**config.mk**
```make
export PLATFORM = sky130hd
export DESIGN_NAME = dma_chan_regs
export DESIGN_NICKNAME = d
export VERILOG_FILES = /design/src/rtl/dma_chan_regs.sv
export SDC_FILE = /design/constraint.sdc
export NUM_CORES = 2
export LEC_CHECK = 0
export BUFFER_PORTS_ARGS = -buffer_cell sky130_fd_sc_hd__buf_2
export CORE_AREA = 8 8 430 432
export CTS_BUF_LIST = sky130_fd_sc_hd__clkbuf_4 sky130_fd_sc_hd__clkbuf_8
export DETAILED_ROUTE_END_ITERATION = 12
export DIE_AREA = 0 0 438 440
export PLACE_DENSITY_LB_ADDON = 0.25
export RECOVER_POWER = 100
export SLEW_MARGIN = 15
export SYNTH_ARGS = -nofsm -noshare
export SYNTH_HDL_FRONTEND = slang
export SYNTH_SLANG_ARGS = --single-unit
```
**constraint.sdc**
```tcl
create_clock -name clk -period 3.8 [get_ports clk]
set_input_delay 0.38 -clock clk [delete_from_list [all_inputs] [get_ports clk]]
set_output_delay 0.38 -clock clk [all_outputs]
set_load 0.005 [all_outputs]
```
**src/rtl/dma_chan_regs.sv**
```systemverilog
module dma_chan_regs #(
  parameter int NCH    = 2,
  parameter int ADDR_W = 16
) (
  input  logic              clk,
  input  logic              rst,
  input  logic              bus_en,
  input  logic              bus_we,
  input  logic [ADDR_W-1:0] bus_addr,
  input  logic [3:0]        bus_size,
  input  logic [63:0]       bus_wdata,
  output logic [63:0]       bus_rdata,
  output logic              bus_err,
  input  logic [NCH-1:0]    eng_load,
  input  logic [NCH*32-1:0] eng_cfg,
  input  logic [NCH*64-1:0] eng_bytes,
  input  logic [NCH*64-1:0] eng_dst,
  input  logic [NCH*64-1:0] eng_src,
  output logic [NCH*32-1:0] ctrl_o,
  output logic [NCH*32-1:0] ncfg_o,
  output logic [NCH*64-1:0] nbytes_o,
  output logic [NCH*64-1:0] ndst_o,
  output logic [NCH*64-1:0] nsrc_o
);
  localparam int CHW = ADDR_W - 12;

  logic [31:0] ctrl [NCH];
  logic [31:0] ncfg [NCH];
  logic [31:0] xcfg [NCH];
  logic [63:0] nb [NCH], nd [NCH], ns [NCH];
  logic [63:0] xb [NCH], xd [NCH], xs [NCH];

  wire [11:0]    off  = bus_addr[11:0];
  wire [CHW-1:0] chan = bus_addr[ADDR_W-1:12];
  wire           sz32 = (bus_size == 4'd4);
  wire           sz64 = (bus_size == 4'd8);
  wire           ch_ok = ({{(32-CHW){1'b0}}, chan} < NCH);

  logic known32;
  always_comb begin
    case (off)
      12'h000, 12'h004, 12'h008, 12'h00C, 12'h010, 12'h014, 12'h018, 12'h01C,
      12'h104, 12'h108, 12'h10C, 12'h110, 12'h114, 12'h118, 12'h11C: known32 = 1'b1;
      default: known32 = 1'b0;
    endcase
  end

  logic [63:0] rd_val;
  always_comb begin
    rd_val = '0;
    for (int c = 0; c < NCH; c++) begin
      if (chan == CHW'(c)) begin
        if (sz32) begin
          case (off)
            12'h000: rd_val = {32'd0, ctrl[c]};
            12'h004: rd_val = {32'd0, ncfg[c]};
            12'h008: rd_val = {32'd0, nb[c][31:0]};
            12'h00C: rd_val = {32'd0, nb[c][63:32]};
            12'h010: rd_val = {32'd0, nd[c][31:0]};
            12'h014: rd_val = {32'd0, nd[c][63:32]};
            12'h018: rd_val = {32'd0, ns[c][31:0]};
            12'h01C: rd_val = {32'd0, ns[c][63:32]};
            12'h104: rd_val = {32'd0, xcfg[c]};
            12'h108: rd_val = {32'd0, xb[c][31:0]};
            12'h10C: rd_val = {32'd0, xb[c][63:32]};
            12'h110: rd_val = {32'd0, xd[c][31:0]};
            12'h114: rd_val = {32'd0, xd[c][63:32]};
            12'h118: rd_val = {32'd0, xs[c][31:0]};
            12'h11C: rd_val = {32'd0, xs[c][63:32]};
            default: rd_val = '0;
          endcase
        end else if (sz64) begin
          case (off)
            12'h008: rd_val = nb[c];
            12'h010: rd_val = nd[c];
            12'h018: rd_val = ns[c];
            12'h108: rd_val = xb[c];
            12'h110: rd_val = xd[c];
            12'h118: rd_val = xs[c];
            default: rd_val = '0;
          endcase
        end
      end
    end
  end

  always_ff @(posedge clk) begin
    if (rst) begin
      bus_rdata <= '0;
      bus_err   <= 1'b0;
    end else begin
      bus_rdata <= (bus_en && !bus_we) ? rd_val : '0;
      bus_err   <= bus_en && sz32 && ch_ok && !known32;
    end
  end

  always_ff @(posedge clk) begin
    if (rst) begin
      for (int c = 0; c < NCH; c++) begin
        ctrl[c] <= '0; ncfg[c] <= '0; xcfg[c] <= '0;
        nb[c] <= '0; nd[c] <= '0; ns[c] <= '0;
        xb[c] <= '0; xd[c] <= '0; xs[c] <= '0;
      end
    end else begin
      for (int c = 0; c < NCH; c++) begin
        if (eng_load[c]) begin
          xcfg[c] <= eng_cfg[c*32 +: 32];
          xb[c]   <= eng_bytes[c*64 +: 64];
          xd[c]   <= eng_dst[c*64 +: 64];
          xs[c]   <= eng_src[c*64 +: 64];
        end
        if (bus_en && bus_we && chan == CHW'(c)) begin
          if (sz32) begin
            case (off)
              12'h000: ctrl[c]        <= bus_wdata[31:0];
              12'h004: ncfg[c]        <= bus_wdata[31:0];
              12'h008: nb[c][31:0]    <= bus_wdata[31:0];
              12'h00C: nb[c][63:32]   <= bus_wdata[31:0];
              12'h010: nd[c][31:0]    <= bus_wdata[31:0];
              12'h014: nd[c][63:32]   <= bus_wdata[31:0];
              12'h018: ns[c][31:0]    <= bus_wdata[31:0];
              12'h01C: ns[c][63:32]   <= bus_wdata[31:0];
              default: ;
            endcase
          end else if (sz64) begin
            case (off)
              12'h008: nb[c] <= bus_wdata;
              12'h010: nd[c] <= bus_wdata;
              12'h018: ns[c] <= bus_wdata;
              default: ;
            endcase
          end
        end
      end
    end
  end

  for (genvar g = 0; g < NCH; g++) begin : g_out
    assign ctrl_o[g*32 +: 32]   = ctrl[g];
    assign ncfg_o[g*32 +: 32]   = ncfg[g];
    assign nbytes_o[g*64 +: 64] = nb[g];
    assign ndst_o[g*64 +: 64]   = nd[g];
    assign nsrc_o[g*64 +: 64]   = ns[g];

    AST_EXEC_HOLD: assert property (@(posedge clk) disable iff (rst)
      !eng_load[g] |=> ($stable(xb[g]) && $stable(xd[g]) && $stable(xs[g]) && $stable(xcfg[g])));
  end

  AST_RD_IDLE_ZERO: assert property (@(posedge clk) disable iff (rst)
    !(bus_en && !bus_we) |=> (bus_rdata == '0));
  AST_RD32_UPPER_ZERO: assert property (@(posedge clk) disable iff (rst)
    (bus_en && !bus_we && sz32) |=> (bus_rdata[63:32] == 32'd0));
  AST_BADCH_NO_WRITE: assert property (@(posedge clk) disable iff (rst)
    (bus_en && !ch_ok) |=> ($stable(ctrl_o) && $stable(ncfg_o) && $stable(nbytes_o)
                            && $stable(ndst_o) && $stable(nsrc_o) && !bus_err));
  AST_BADSIZE_QUIET: assert property (@(posedge clk) disable iff (rst)
    (bus_en && !sz32 && !sz64) |=> (bus_rdata == '0 && !bus_err && $stable(nbytes_o)
                                    && $stable(ndst_o) && $stable(nsrc_o)));
  AST_ERR_ONLY_32: assert property (@(posedge clk) disable iff (rst)
    bus_err |-> $past(bus_en && sz32));
endmodule

```
### Word level (Yosys, flattened, before mapping)

Memory sizes are Yosys's and may differ from the RTL's.
Cells that the tools add are included.

| storage, ports and cells | value |
|---|---|
| register bits | 65 |
| memory bits (writable) | 960 |
| input bits | 538 |
| word-level logic and storage cells | 222 |
| memories | 9 |

| operators by class | value |
|---|---|
| order comparisons | 1 |
| equality and inequality tests | 17 |
| multiplexer cells | 143 |
| bitwise logic cells | 37 |
| reduce and logical (&&, ||, !) cells | 13 |

Memories:

| memory | depth | width | read ports | clocked after Yosys merged registers in | wr ports | RTL line | source |
|---|---|---|---|---|---|---|---|
| nb | 2 | 64 | 2 | 0 | 2 | 30 | `logic [63:0] nb [NCH], nd [NCH], ns [NCH];` |
| nd | 2 | 64 | 2 | 0 | 2 | 30 |  |
| ns | 2 | 64 | 2 | 0 | 2 | 30 |  |
| xb | 2 | 64 | 2 | 0 | 2 | 31 | `logic [63:0] xb [NCH], xd [NCH], xs [NCH];` |
| xd | 2 | 64 | 2 | 0 | 2 | 31 |  |
| xs | 2 | 64 | 2 | 0 | 2 | 31 |  |
| +3 memories | - | - | - | - | - | - |  |

Operators with widths:

| cell | count |
|---|---|
| $mux 32 | 30 |
| $pmux 32 s15 | 2 |
| $mux 64 | 12 |
| $pmux 64 s6 | 2 |
| $mux 1 | 97 |
| $eq 12x9->1 const B | 7 |
| $eq 12x5->1 const B | 4 |
| $or 1x1->1 | 36 |
| $eq 12x4->1 const B | 2 |
| $reduce_or 15->1 | 1 |
| $eq 12x3->1 const B | 1 |
| $logic_not 12->1 | 1 |
| $logic_and 1x1->1 | 7 |
| $eq 4x1->1 const B | 1 |
| $eq 4x3->1 const B | 1 |
| $eq 4x4->1 const B | 1 |
| $logic_not 4->1 | 1 |
| $lt 4x2->1 const B | 1 |
| $logic_not 1->1 | 2 |
| $reduce_or 2->1 | 1 |
| $not 1->1 | 1 |

### Logic depth before layout (Yosys ltp)

| depth | value |
|---|---|
| depth in word-level cells | 8 |
| depth in mapped cells | 11 |

### Worst setup path before layout

No wires, ideal clock.

| timing path | value |
|---|---|
| path type | input-to-reg |
| start point | input rst |
| end point | memory xb[0][0], enable pin |
| library setup time | 0.492 ns |
| arrival time | 3.365 ns |
| setup slack | -0.057 ns |
| stages on the path | 2 |
| path buffers | 1 |
| path through | clkbuf_1 or2_2 |

RTL lines:

| element | RTL line | source |
|---|---|---|
| start, declared | 6 | `input logic rst,` |
| end, declared | 31 |  |

### Worst setup path after layout

| timing path | value |
|---|---|
| start point | input bus_size[3] |
| end point | register bus_rdata[7] |

| on the way | value |
|---|---|
| longest elaborated chain between the ends | 7 |
| elaborated cells on any way between the ends | 8 |
| those cells by class | eq/ne: 2; mux: 6 |

RTL lines:

| element | RTL line | source |
|---|---|---|
| start, declared | 10 | `input logic [3:0] bus_size,` |
| $eq 4x4->1 | 36 | `wire sz64 = (bus_size == 4'd8);` |
| $mux 64 | 72 | `end else if (sz64) begin` |
| $mux 64 | 53 | `if (sz32) begin` |
| $mux 64 | 52 | `if (chan == CHW'(c)) begin` |
| $mux 64 | 72 |  |
| $mux 64 | 53 |  |
| $mux 64 (*) | 52 |  |
| end signal, assigned | 92 | `bus_rdata <= (bus_en && !bus_we) ? rd_val : '0;` |
| end, declared | 12 | `output logic [63:0] bus_rdata,` |

Mark *: on every way between the ends. The rest lies on a longest branch, timed or not.
A chain may end at the register's enable or synchronous reset.

==> qor.yml <==
clock_skew_ns: 0.0699
status: "finished, violations left"
p_leak_nw: 23.2
r2r_end: "bus_rdata[29]"
via_count: 45400
synth_ff_type: "edfxtp_1"
firstDrtPassIters: 10
grt_max_degree: 154
hold_end: "bus_rdata[30]"
layout.nets: 6086
layout_setup_ws_ns: -0.0102
mostFrequentLayoutCell: "edfxtp_1"
num_rows: 155
stdcell_count: 8104
yosys_warnings: 0
vias_per_cell: 5.60
cp-start-kind: "input pin"
slew_violations: 431
seq_area_frac_synth_pct: 63.9
die_area_sq_um: 193000
gp_congestion: 0.952
irDropWorstVdd_mv: 0.250
clkTransAtPathRegs_ns: 0.06
required_ns: 4.68
power.density_nw_per_um2: 430
cp.buffers_inverters: 5
setup_tns_ns: -0.0181
max_stage_delay_ns: 1.34
cts_hold_buffers: 552
routed_wl_um: 324000
synth_cell_types: 79
ys_ff_latch: 1025
synthesis.nets: 4345
whs_path_depth: 5
drive_gt1_share_pct: 20.7
synth-edff-count: 960
rsz0062_at_grt: "false"
cts-root-buf: "clkbuf_8"
synthCells: 3807
port_buffers: 1114
start_util_pct: 26.5
ff2ff_path_depth: 5
globalRouteOverflowTotal: 0
syn_area_sq_um: 47100
drt_iter0_markers: 6645
die_h_um: 440
cts_tree: "built"
detailed_place_hpwl_um: 240000
htreeDepth: 4
cap_violations: 7
cp_max_fo: 14
die_width_um: 438
clk_latency_ns: 1.02
critical_path_class: "input pin to flop"
relSlewSlack_pct: -82.3
synth.avg_cell_area_sq_um: 12.4
fillers: 17900
yosys.area.top_type_share_pct: 61.1
drc: 0
dp.cells: 7160
min-delay-start: "bus_size[0]"
gr-usage-all-layers_pct: 32.0
worstPathCellList: "dlygate4sd3_1 > clkbuf_1 > nor4b_1 > clkbuf_1 > nand2_1 > clkbuf_1 > or3_1 > clkbuf_1 > o21ba_2 > o32a_1"
worstMarginPinSlew_ns: 2.74
first_global_vias: 44200
layout_common_cells: "edfxtp_1 (960), buf_2 (598), clkbuf_1 (561)"
cts_resized: 0
ys_top_cells_by_area: "edfxtp_1 (61%), and2_1 (9.4%), a22oi_1 (7.3%)"
cts_setup_buffers: 0
max_freq_mhz: 262
arrival_ns: 4.69
final_antenna_net_count: 0
areaGrowthSynthToFinish_pct: 38.6
r2r_slack_ns: 1.32
end_kind: "flop"
core-area_sq_um: 178000
cts_sinks: 1025
antenna_found_initial: 78
cp_top_family: "buffers and inverters"
hold_violations: 0
ctsLongestPathBuffers: 3
hp-class: "input pin to flop"
ios: 1115
violations: "capacitance limit, slew limit, setup timing"
setup_viol: 2
cts_made_buffers: 189
wl_per_cell_um: 40.0
worst_path_max_delay_cell: "clkbuf_1"
synth_top_area_cell: "edfxtp_1"
cpMostUsedCell: "clkbuf_1"
async_reset_ff_share_pct: 0
final.period_utilization_pct: 100
r2r-start: "nd[0][61]"
grt_pass1_wl_um: 420000
period_minus_slack_ns: 3.81
-- kinds of logic after synthesis --
kind of cell           Yosys count  synth area share [%]
buffers and inverters          354                  3.33
DFF                           1025                  63.9
muxes                           38                 0.836
AOI/OAI and AO/OA             1008                  15.7
and+or+nand+nor               1382                  16.3
-- state kept, by name (all words and copies together) (netlist names) --
register   flops
bus_err        1
xd           128
ns           128
xcfg          64
xb           128
nb           128
ncfg          64
bus_rdata     64
xs           128
ctrl          64
nd           128
-- worst max-delay path by stage --
stage / end / from / depth (start not counted)
floorplan: xb[0][0] / rst / 2
global placement: bus_rdata[29] / bus_addr[9] / 9
detailed placement: bus_rdata[29] / bus_addr[9] / 9
CTS: bus_rdata[21] / bus_size[3] / 10
global route: nb[1][16] / bus_addr[14] / 11
finish: bus_rdata[7] / bus_size[3] / 10
-- metrics by stage --
step	hold WS [ns]	setup slack (ns)	utilization [%]	power, mW	area (sq um)
3_3_place_gp	0.616	-0.136	32.0	16.1	56900
2_1_floorplan	0.544	-0.0570	-	14.2	47100
4_1_cts	0.000454	0.0853	37.5	28.3	66600
6_report	0.147	-0.0102	36.8	28.1	65300
3_5_place_dp	0.620	-0.169	32.1	16.1	56900
5_1_grt	0.103	0.0587	36.8	28.8	65300
-- final cells by class --
type	count	area, sq um	share of cell area [%]
antenna	39	97.6	0.149
clock buffer	277	3370	5.17
clock inverter	76	716	1.10
inverter	10	37.5	0.0575
multi-input combinational	2428	15800	24.1
sequential	1025	30100	46.1
tap	2355	2950	4.51
timing repair buffer	1894	12300	18.8
-- worst min-delay path: cells and delay by family --
kind,cells,cell delay [ns]
buffers and inverters,2,0.36
AO/OA/AOI/OAI,2,0.24
AND/OR/NAND/NOR,1,0.09
-- cells in the mapped netlist, drive strengths merged, types with 5 or more instances --
master	count
buf	159
and3	30
nor4b	6
o21ai	11
a211oi	102
a221o	8
inv	10
and2	708
nor3	31
a41o	5
or4b	7
a31o	6
nand3	74
nor2	196
a22o	29
a221oi	26
a2bb2oi	10
nor4	6
o21bai	7
o2111ai	14
or4	6
a31oi	61
a22oi	457
dfxtp	65
and4	5
clkbuf	185
o2bb2ai	6
nand4	52
edfxtp	960
a21oi	165
a222oi	52
o22ai	7
mux2i	27
nand2	240
mux2	11
a41oi	6
-- metal layers --
metal  up-vias  GRT usage, %  wire [um]
met2      3448          50.6     146000
li1      18200             -          -
met4        16          17.1      22200
met3       811          9.59      33000
met5         -             0         98
met1     23000          39.5     124000
-- report_power, final --
group          leakage [nW]  internal [mW]  switching (mW)  total (mW)
Clock                  2.17           6.44            5.40        11.8
Combinational          10.9          0.895            1.41        2.31
Sequential             10.2           13.2           0.813        14.0
Total                  23.2           20.5            7.63        28.1
Power figures use the tool's default switching activity.
